==> config.mk <==
export PLATFORM = sky130hd
export DESIGN_NAME = dual_master_target_arb
export DESIGN_NICKNAME = d
export VERILOG_FILES = /design/src/rtl/tarb_pkg.sv /design/src/rtl/tarb_track.sv /design/src/rtl/tarb_decide.sv /design/src/rtl/tarb_route.sv /design/src/rtl/dual_master_target_arb.sv
export SDC_FILE = /design/constraint.sdc
export NUM_CORES = 1
export LEC_CHECK = 0
export BUFFER_PORTS_ARGS = -buffer_cell sky130_fd_sc_hd__buf_2
export CAP_MARGIN = 20
export CORE_MARGIN = 2
export CORE_UTILIZATION = 45
export DETAILED_ROUTE_END_ITERATION = 10
export PLACE_DENSITY = 0.72
export SYNTH_ARGS = -nofsm -noshare
export SYNTH_HDL_FRONTEND = slang
export SYNTH_SLANG_ARGS = --single-unit
==> constraint.sdc <==
create_clock -name clk -period 4.2 [get_ports clk]
set_input_delay 0.42 -clock clk [delete_from_list [all_inputs] [get_ports clk]]
set_output_delay 0.42 -clock clk [all_outputs]
set_load 0.01 [all_outputs]
==> src/rtl/tarb_pkg.sv <==
package tarb_pkg;
  // Which master a tracker or decision refers to
  typedef enum logic {
    MST_CPU = 1'b0,
    MST_DMA = 1'b1
  } master_e;

  // Default number of shared targets
  localparam int TARB_DEF_TARGETS = 4;
endpackage

==> src/rtl/tarb_track.sv <==
// Per-master access tracker: remembers an access in progress and its target.
module tarb_track
  import tarb_pkg::*;
#(
  parameter master_e WHO   = MST_CPU,
  parameter int      TGT_W = 3
) (
  input  logic             clk,
  input  logic             rst_n,
  input  logic             gnt,
  input  logic             done,
  input  logic [TGT_W-1:0] tgt_in,
  output logic             busy,
  output logic [TGT_W-1:0] eff_tgt
);
  logic             busy_q, busy_d;
  logic [TGT_W-1:0] tgt_q, tgt_d;
  logic             load_en;

  // next state
  always_comb begin
    busy_d  = gnt & ~done;
    load_en = gnt & ~busy_q;
    tgt_d   = tgt_q;
    if (load_en) tgt_d = tgt_in;
  end

  // registers
  always_ff @(posedge clk or negedge rst_n) begin
    if (!rst_n) begin
      busy_q <= 1'b0;
      tgt_q  <= '0;
    end else begin
      busy_q <= busy_d;
      if (load_en) tgt_q <= tgt_d;
    end
  end

  assign busy    = busy_q;
  assign eff_tgt = busy_q ? tgt_q : tgt_in;

  // WHO only labels the instance
  localparam bit IS_DMA = (WHO == MST_DMA);
  logic unused_who;
  assign unused_who = IS_DMA;
endmodule

==> src/rtl/tarb_decide.sv <==
// Conflict decision: diagonal conflict matrix, processor priority, no preemption.
module tarb_decide #(
  parameter int NUM_TGT = 4,
  parameter int TGT_W   = 3
) (
  input  logic             cpu_req,
  input  logic [TGT_W-1:0] cpu_tgt,
  input  logic             cpu_busy,
  input  logic [TGT_W-1:0] cpu_eff,
  input  logic             dma_req,
  input  logic [TGT_W-1:0] dma_tgt,
  input  logic             dma_busy,
  input  logic [TGT_W-1:0] dma_eff,
  output logic             cpu_gnt,
  output logic             dma_gnt
);
  localparam logic [TGT_W-1:0] SHARED_LIM = TGT_W'(NUM_TGT);

  logic cpu_blocked, cpu_active, dma_blocked, dma_shared;

  always_comb begin
    // the processor waits only for a DMA access already holding its target
    cpu_blocked = dma_busy && (dma_eff == cpu_tgt);
    cpu_gnt     = cpu_busy | (cpu_req & ~cpu_blocked);

    // the DMA yields to any processor activity on the same target
    cpu_active  = cpu_busy | cpu_req;
    dma_shared  = dma_tgt < SHARED_LIM;
    dma_blocked = cpu_active && (cpu_eff == dma_tgt);
    dma_gnt     = dma_busy | (dma_req & dma_shared & ~dma_blocked);
  end
endmodule

==> src/rtl/tarb_route.sv <==
// Per-target select and owner lines.
module tarb_route #(
  parameter int NUM_TGT = 4,
  parameter int TGT_W   = 3
) (
  input  logic               cpu_gnt,
  input  logic [TGT_W-1:0]   cpu_eff,
  input  logic               dma_gnt,
  input  logic [TGT_W-1:0]   dma_eff,
  output logic [NUM_TGT-1:0] tgt_sel,
  output logic [NUM_TGT-1:0] tgt_dma
);
  for (genvar g = 0; g < NUM_TGT; g++) begin : g_tgt
    logic cpu_hit, dma_hit;
    assign cpu_hit    = cpu_gnt && (cpu_eff == TGT_W'(g));
    assign dma_hit    = dma_gnt && (dma_eff == TGT_W'(g));
    assign tgt_sel[g] = cpu_hit | dma_hit;
    assign tgt_dma[g] = dma_hit;
  end
endmodule

==> src/rtl/dual_master_target_arb.sv <==
module dual_master_target_arb
  import tarb_pkg::*;
#(
  parameter  int NUM_TGT = TARB_DEF_TARGETS,
  localparam int TGT_W   = $clog2(NUM_TGT + 1)
) (
  input  logic               clk,
  input  logic               rst_n,
  input  logic               cpu_req,
  input  logic [TGT_W-1:0]   cpu_tgt,
  input  logic               cpu_done,
  input  logic               dma_req,
  input  logic [TGT_W-1:0]   dma_tgt,
  input  logic               dma_done,
  output logic               cpu_gnt,
  output logic               dma_gnt,
  output logic [NUM_TGT-1:0] tgt_sel,
  output logic [NUM_TGT-1:0] tgt_dma
);
  logic             cpu_busy, dma_busy;
  logic [TGT_W-1:0] cpu_eff, dma_eff;

  tarb_track #(.WHO(MST_CPU), .TGT_W(TGT_W)) u_cpu_trk (
    .clk(clk), .rst_n(rst_n), .gnt(cpu_gnt), .done(cpu_done),
    .tgt_in(cpu_tgt), .busy(cpu_busy), .eff_tgt(cpu_eff)
  );

  tarb_track #(.WHO(MST_DMA), .TGT_W(TGT_W)) u_dma_trk (
    .clk(clk), .rst_n(rst_n), .gnt(dma_gnt), .done(dma_done),
    .tgt_in(dma_tgt), .busy(dma_busy), .eff_tgt(dma_eff)
  );

  tarb_decide #(.NUM_TGT(NUM_TGT), .TGT_W(TGT_W)) u_decide (
    .cpu_req(cpu_req), .cpu_tgt(cpu_tgt), .cpu_busy(cpu_busy), .cpu_eff(cpu_eff),
    .dma_req(dma_req), .dma_tgt(dma_tgt), .dma_busy(dma_busy), .dma_eff(dma_eff),
    .cpu_gnt(cpu_gnt), .dma_gnt(dma_gnt)
  );

  tarb_route #(.NUM_TGT(NUM_TGT), .TGT_W(TGT_W)) u_route (
    .cpu_gnt(cpu_gnt), .cpu_eff(cpu_eff), .dma_gnt(dma_gnt), .dma_eff(dma_eff),
    .tgt_sel(tgt_sel), .tgt_dma(tgt_dma)
  );
endmodule

Word level (Yosys, flattened, before mapping)
Index checks and enable logic that the tools add are counted.
{"block": "op_classes", "n_lt_le_gt_ge": 1, "n_eq_ne": 8, "n_mux": 2, "bitwise": 20, "reduce_logical": 12}
{"operator": "$eq A3 B2 Y1 const B", "count": 4}
{"operator": "$logic_and A1 B1 Y1", "count": 10}
{"operator": "$and A1 B1 Y1", "count": 7}
{"operator": "$or A1 B1 Y1", "count": 7}
{"operator": "$eq A3 B1 Y1 const B", "count": 2}
{"operator": "$eq A3 B3 Y1", "count": 2}
{"operator": "$logic_not A3 Y1", "count": 2}
{"operator": "$mux W3", "count": 2}
{"operator": "$not A1 Y1", "count": 6}
{"operator": "$lt A3 B3 Y1 const B", "count": 1}
{"block": "totals", "register_bits": 8, "in_bits": 12, "out_inout_bits": 10, "word_cells": 47}

Depth between registers and ports, before layout
Gate-level depths: netlist of run 1.
{"block": "depth", "depth_word": 8, "mapped_depth": 6}

Hierarchy
Synthesis of run 1 repeated with hierarchy kept, for this count alone.
{"block": "unflattened", "cells_unflattened": 53, "hier_area_um2": 613.1}
{"module": "tarb_track", "n_inst": 2, "cells_per_inst": 12, "area_each_um2": 198.9, "seq_area_each_um2": 100.1}
{"module": "tarb_route", "n_inst": 1, "cells_per_inst": 17, "area_each_um2": 133.9, "seq_area_each_um2": 0.0}
{"module": "tarb_decide", "n_inst": 1, "cells_per_inst": 12, "area_each_um2": 81.3, "seq_area_each_um2": 0.0}

Worst setup path before layout of run 1
Ideal clock, no wire load.
{"block": "synth_path", "path_type": "flip-flop to output port", "startpoint": "register u_cpu_trk.busy_q (netlist: u_cpu_trk.busy)", "endpoint": "output tgt_dma[0]", "arrival_ps": 1554, "path_slack_ps": 2226, "stages_incl_launch_ff": 7, "path_buffers": 2, "cell_sequence": "dfrtp_1 > buf_6 > or3b_1 > and2_4 > nor4_4 > nor2_1 > buf_4"}
{"block": "synth_via", "elab_chain_cells": 7}
{"item": "start, declared", "line_no": "tarb_track.sv:16", "text": "logic busy_q, busy_d;"}
{"item": "start signal, assigned", "line_no": "tarb_track.sv:34", "text": "busy_q <= busy_d;"}
{"item": "$mux W3", "line_no": "tarb_track.sv:40", "text": "assign eff_tgt = busy_q ? tgt_q : tgt_in;"}
{"item": "$eq A3 B3 Y1", "line_no": "tarb_decide.sv:29", "text": "dma_blocked = cpu_active && (cpu_eff == dma_tgt);"}
{"item": "$logic_and A1 B1 Y1 *", "line_no": "tarb_decide.sv:29"}
{"item": "$not A1 Y1 *", "line_no": "tarb_decide.sv:30", "text": "dma_gnt = dma_busy | (dma_req & dma_shared & ~dma_blocked);"}
{"item": "$and A1 B1 Y1 *", "line_no": "tarb_decide.sv:30"}
{"item": "$or A1 B1 Y1 *", "line_no": "tarb_decide.sv:30"}
{"item": "$logic_and A1 B1 Y1 *", "line_no": "tarb_route.sv:16", "text": "assign dma_hit = dma_gnt && (dma_eff == TGT_W'(g));"}
{"item": "end, declared", "line_no": "dual_master_target_arb.sv:18", "text": "output logic [NUM_TGT-1:0] tgt_dma"}
Every way passes the cells marked *; elsewhere a longest branch is shown, timed or not.

Worst setup path in the final report of run 1
{"block": "layout_path", "startpoint": "register u_cpu_trk.busy_q (netlist: u_cpu_trk.busy)", "endpoint": "output tgt_sel[0]"}
{"block": "layout_via", "elab_chain_cells": 8}
{"item": "$mux W3", "line_no": "tarb_track.sv:40"}
{"item": "$eq A3 B3 Y1", "line_no": "tarb_decide.sv:29"}
{"item": "$logic_and A1 B1 Y1", "line_no": "tarb_decide.sv:29"}
{"item": "$not A1 Y1", "line_no": "tarb_decide.sv:30"}
{"item": "$and A1 B1 Y1", "line_no": "tarb_decide.sv:30"}
{"item": "$or A1 B1 Y1", "line_no": "tarb_decide.sv:30"}
{"item": "$logic_and A1 B1 Y1", "line_no": "tarb_route.sv:16"}
{"item": "$or A1 B1 Y1 *", "line_no": "tarb_route.sv:17", "text": "assign tgt_sel[g] = cpu_hit | dma_hit;"}
{"item": "end, declared", "line_no": "dual_master_target_arb.sv:17", "text": "output logic [NUM_TGT-1:0] tgt_sel,"}
Marks and branches as above.

==> flow_summary.toml, run 1 <==
[clock_tree]
htree_num_levels = 1
path_clk_slew_ns = 0.05
root_buffer = "clkbuf_4"
numCtsBuffers = 3
cts.sinks = 8
insertion_delay_ns = 0.25
cts_hold_buf = 1
cts_max_path_buffers = 2
post_cts_buffers = 0
cts_tree = "built"
cts_resized = 0

[layout]
fillers = 137
diodes = 0
multi_input_area_um2 = 450
layout_common_cells = "21 x buf_2, 8 x dfrtp_1, 6 x nor2_1"
regArea_um2 = 200
final_util = 0.545
layout_commonest_cell = "buf_2"
fin_cells = 101
fin_nets = 99
area_delta_synth_final_pct = 14.9
drive_gt1_frac = 0.435

[outcome]
outcome = "finished, final reports clean"

[pwr]
p_sw_frac = 0.346
p_switching_uw = 89.6
pwr-share-comb = 0.384
power_report.internal_total_uw = 170
seq_power_share = 0.393
peakVddDrop_uv = 208
pwr-share-clk = 0.223
leakagePower_uw = 0.000357
powerDensity_mw_per_mm2 = 319

[floorplanning]
die_area_mm2 = 0.00190
io_pins = 22
die_x_um = 43.6
rows = 14
core-area_mm2 = 0.00149
die_h_um = 43.6
start_util = 0.475

[detailed_routing]
drt_first_iter_violations = 13
detail-route-antenna-nets = 0
num_vias = 549
wire_per_inst_um = 12.6
wl_um = 1270
drc_errors = 0
firstDrtPassIters = 4
vias_per_cell = 5.44

[yosys]
synth-edff-count = 0
syn_area_um2 = 707
synth_fp_nets = 78
synthTopCellsByArea = "dfrtp_1 28%, mux2i_4 9.6%, mux2_2 6.4%"
synth_area_per_cell_um2 = 10.7
ys_warn_count = 0
synth_cells = 66
synth_flop_cell = "dfrtp_1"
synth-seq-cells = 8
yosysTopAreaCellShare = 0.283
synth_async_sr_flop_share = 1.00
yosysSeqAreaShare = 0.283
synth_top_area_cell = "dfrtp_1"
synth.distinct_cells = 30

[global_routing]
grt_max_degree = 10
grt_pass1_vias = 523
grt_pass1_wl_um = 2370
grt-ovfl-total = 0
grt_util_all_layers = 0.174
grt_antenna_before_repair = 0

[sta]
fmax_mhz = 407
clock_skew_ns = 0.000784
period_minus_slack_ns = 2.46
tightest_slew_ns = 0.446
slew_violations = 0
rsz0062_at_grt = "no"
finalSetupTns_ns = 0
setup_viol = 0
setup_ws_ns = 1.74
hold_viol_final = 0
fin_crit_sh = 0.585
relSlewSlack = 0.703

[place]
finalWeightedCongestion = 0.761
place_inst = 97
pre_cts_ws_ns = 2.01
dp_hpwl_um = 1070
place.port_buffers = 21

[setup_path]
arrival_ns = 2.04
startpoint_type = "flip-flop"
path_max_fanout = 8
crit_required_ns = 3.78
endpoint_kind = "output pin"
worstSetupPathType = "flip-flop to output pin"

[min_path]
hold_class = "input port to flip-flop"

[flow_run]
maxCapViolations = 0
## power by group through the flow
| stage | combinational (uW) | sequential, uW | clock (uW) |
|---|---|---|---|
| floorplan | 84.3 | 97.2 | 0 |
| global placement | 97.0 | 103 | 0 |
| detailed placement | 99.1 | 104 | 0 |
| CTS | 100 | 102 | 61.6 |
| global route | 110 | 104 | 67.3 |
| finish | 99.5 | 102 | 57.7 |
## per-stage QoR
step | cell area (um^2) | power [uW] | hold WS (ns)
final | 812 | 259 | 0.315
after floorplan | 707 | 182 | 0.124
after CTS | 812 | 264 | 0.302
after global routing | 812 | 282 | 0.292
after global placement | 779 | 200 | 0.277
after detailed placement | 779 | 203 | 0.276
## layout make-up
class | count | area share
Inverter | 1 | 0.00462
Clock buffer | 3 | 0.0277
Tap cell | 16 | 0.0247
Multi-Input combinational cell | 51 | 0.555
Sequential cell | 8 | 0.247
Timing Repair Buffer | 22 | 0.142
## logic make-up after synthesis
family,share of synthesized area
compound gates,0.143
buf+inv,0.0796
simple gates,0.191
flops,0.283
xor+xnor,0.0832
mux,0.219
## sequential cells by signal (all words and copies together) (netlist names)
| register | flops |
|---|---|
| u_dma_trk.tgt_q | 3 |
| u_cpu_trk.busy | 1 |
| u_dma_trk.busy | 1 |
| u_cpu_trk.tgt_q | 3 |
## per-layer routing
metal	wire, um	part of all wire	vias to the layer above	global-route usage
met4	19	0.015	0	0.127
met3	56	0.044	2	0.0375
met1	577	0.45	258	0.216
met5	0	0	-	0
li1	-	-	276	-
met2	617	0.49	13	0.265
## worst paths after layout
| kind | from | to | slack [ns] | cells past startpoint |
|---|---|---|---|---|
| hold reg to reg | u_cpu_trk.tgt_q[2] | u_cpu_trk.tgt_q[2] | 0.50 | 1 |
| setup reg to reg | u_dma_trk.busy | u_cpu_trk.tgt_q[1] | 2.31 | 4 |
| hold / removal | cpu_done | u_cpu_trk.busy | 0.31 | 2 |
| max in group asynchronous | rst_n | u_cpu_trk.busy | 3.49 | 2 |
| setup / recovery | u_cpu_trk.busy | tgt_sel[0] | 1.74 | 5 |
| min in group asynchronous | rst_n | u_dma_trk.tgt_q[1] | 0.55 | 2 |
## Yosys cell counts, types with 2 or more instances
library cell,count
dfrtp_1,8
xnor2_1,3
nor2_1,6
mux2_2,4
buf_4,4
a21oi_1,2
mux2i_4,3
nand2_1,3
nand2b_1,2
xnor2_2,2
buf_6,2
o22ai_1,4
mux2_1,2
nand3_1,2
o21ai_0,2
nand3b_1,2
mux2i_1,2
## worst max-delay path, stage by stage, from the launching register on
cell and delay, ns:
dfrtp_1 0.54, mux2i_4 0.34, xnor2_2 0.15, nor4_4 0.44, o22ai_1 0.16, buf_2 0.15
No activity file was read; power rests on OpenSTA's default activity.
==> run 2: changes to the inputs <==
- clock period: 4.2 -> 2.3 ns (I/O delays scaled with it)
==> flow_summary.toml, run 2 (synthesized netlist as in run 1, its figures left out) <==
[floorplanning]
io_pins = 22
rows = 14
core-area_mm2 = 0.00149
die_area_mm2 = 0.00190
die_x_um = 43.6
die_h_um = 43.6
start_util = 0.475

[sta]
finalSetupTns_ns = 0
slew_violations = 0
clock_skew_ns = 0.00119
relSlewSlack = 0.777
rsz0062_at_grt = "no"
fin_crit_sh = 0.941
tightest_slew_ns = 0.325
fmax_mhz = 462
setup_viol = 0
period_minus_slack_ns = 2.17
hold_viol_final = 0

[layout]
layout_commonest_cell = "buf_2"
area_delta_synth_final_pct = 18.4
layout_common_cells = "21 x buf_2, 6 x nor2_1, 6 x dfrtp_1"
diodes = 0
largestRegisters = "u_cpu_trk.tgt_q x3, u_dma_trk.tgt_q x3"
final_area_um2 = 837
fillers = 136
regArea_um2 = 203
fin_nets = 102
multi_input_area_um2 = 450
drive_gt1_frac = 0.477

[clock_tree]
cts_max_path_buffers = 2
path_clk_slew_ns = 0.05
cts.sinks = 8
insertion_delay_ns = 0.25
htree_num_levels = 1
numCtsBuffers = 3
root_buffer = "clkbuf_4"
cts_tree = "built"

[global_routing]
grt_pass1_wl_um = 2280
grt_pass1_vias = 514
grt_max_degree = 10
grt-ovfl-total = 0
grt_antenna_before_repair = 0
grt_util_all_layers = 0.167

[place]
dp_hpwl_um = 1100
finalWeightedCongestion = 0.734
placed_area_um2 = 779
place.port_buffers = 21

[pwr]
powerDensity_mw_per_mm2 = 574
p_sw_frac = 0.345
peakVddDrop_uv = 341
pwr-share-clk = 0.216
power_report.internal_total_uw = 315
leakagePower_uw = 0.000370
seq_power_share = 0.388
p_switching_uw = 166
pwr-share-comb = 0.396

[setup_path]
slowest_delay_ns = 0.42
arrival_ns = 1.94
crit_required_ns = 2.07
crit_chain = "or3b_1 > and2_4 > nor4_4 > buf_4 > o22ai_1 > buf_2"
endpoint_kind = "output pin"
slowest_stage = "dfrtp_2"
path_delay_family = "simple AND/OR/NAND/NOR gates"
path_max_fanout = 8
startpoint_type = "flip-flop"
critical_path_buf_inv_count = 2
worstSetupPathType = "flip-flop to output pin"

[detailed_routing]
wl_um = 1350
vias_per_cell = 5.30
drt_first_iter_violations = 4
detail-route-antenna-nets = 0
num_vias = 551
drc_errors = 0
firstDrtPassIters = 4
wire_per_inst_um = 13.0

[outcome]
outcome = "finished, final reports clean"

[flow_run]
maxCapViolations = 0

[min_path]
hold_class = "input port to flip-flop"
[run 2: per-stage QoR]
step	cells	utilization	hold WS (ns)	setup slack, ns	power (uW)
after floorplan	66	-	-0.0656	0.516	332
after global placement	97	0.524	0.0808	0.392	367
after detailed placement	97	0.524	0.0861	0.322	372
after CTS	101	0.545	0.113	0.0400	481
after global routing	104	0.562	0.106	0.0515	522
final	104	0.562	0.120	0.135	481
[run 2: layout make-up]
cell class | count | area share
multi-input combinational | 51 | 0.538
sequential | 8 | 0.242
timing repair buffer | 25 | 0.164
clock buffer | 3 | 0.0269
tap | 16 | 0.0239
inverter | 1 | 0.00448
[run 2: worst reg2reg max path, stage by stage (launching register included)]
cell and delay, ns:
dfrtp_2 0.42, buf_4 0.15, mux2i_4 0.20, xnor2_2 0.19
o31ai_4 0.31, mux2_1 0.35
[run 2: timing repair]
item                       in CTS  in global routing
setup endpoints to repair       0                  8
hold buffers                    1                  0
setup buffers                   0                  3
resized for setup               0                  2
hold endpoints to repair        8                  0
[run 2: per-layer routing]
| metal | vias to the layer above | global-route usage | part of all wire | wire length, um |
|---|---|---|---|---|
| met5 | - | 0 | 0 | 0 |
| met4 | 0 | 0.109 | 0.013 | 17 |
| met3 | 2 | 0.0250 | 0.029 | 39 |
| met2 | 11 | 0.262 | 0.49 | 659 |
| met1 | 254 | 0.212 | 0.47 | 631 |
| li1 | 284 | - | - | - |
[run 2: final timing paths]
| check | from | endpoint | slack [ns] | depth (start not counted) |
|---|---|---|---|---|
| max in group asynchronous | rst_n | u_dma_trk.busy | 1.76 | 2 |
| setup / recovery | u_cpu_trk.busy | tgt_sel[0] | 0.13 | 6 |
| min in group asynchronous | rst_n | u_cpu_trk.tgt_q[1] | 0.35 | 2 |
| hold reg to reg | u_cpu_trk.tgt_q[2] | u_cpu_trk.tgt_q[2] | 0.52 | 1 |
| setup reg to reg | u_cpu_trk.busy | u_dma_trk.tgt_q[0] | 0.56 | 5 |
| hold / removal | cpu_done | u_cpu_trk.busy | 0.12 | 2 |
[run 2: power by group through the flow]
stage / clock (uW) / sequential (uW) / combinational (uW)
floorplan: 0 / 177 / 154
detailed placement: 0 / 190 / 182
global route: 122 / 190 / 210
CTS: 110 / 187 / 184
finish: 104 / 187 / 191
global placement: 0 / 189 / 178
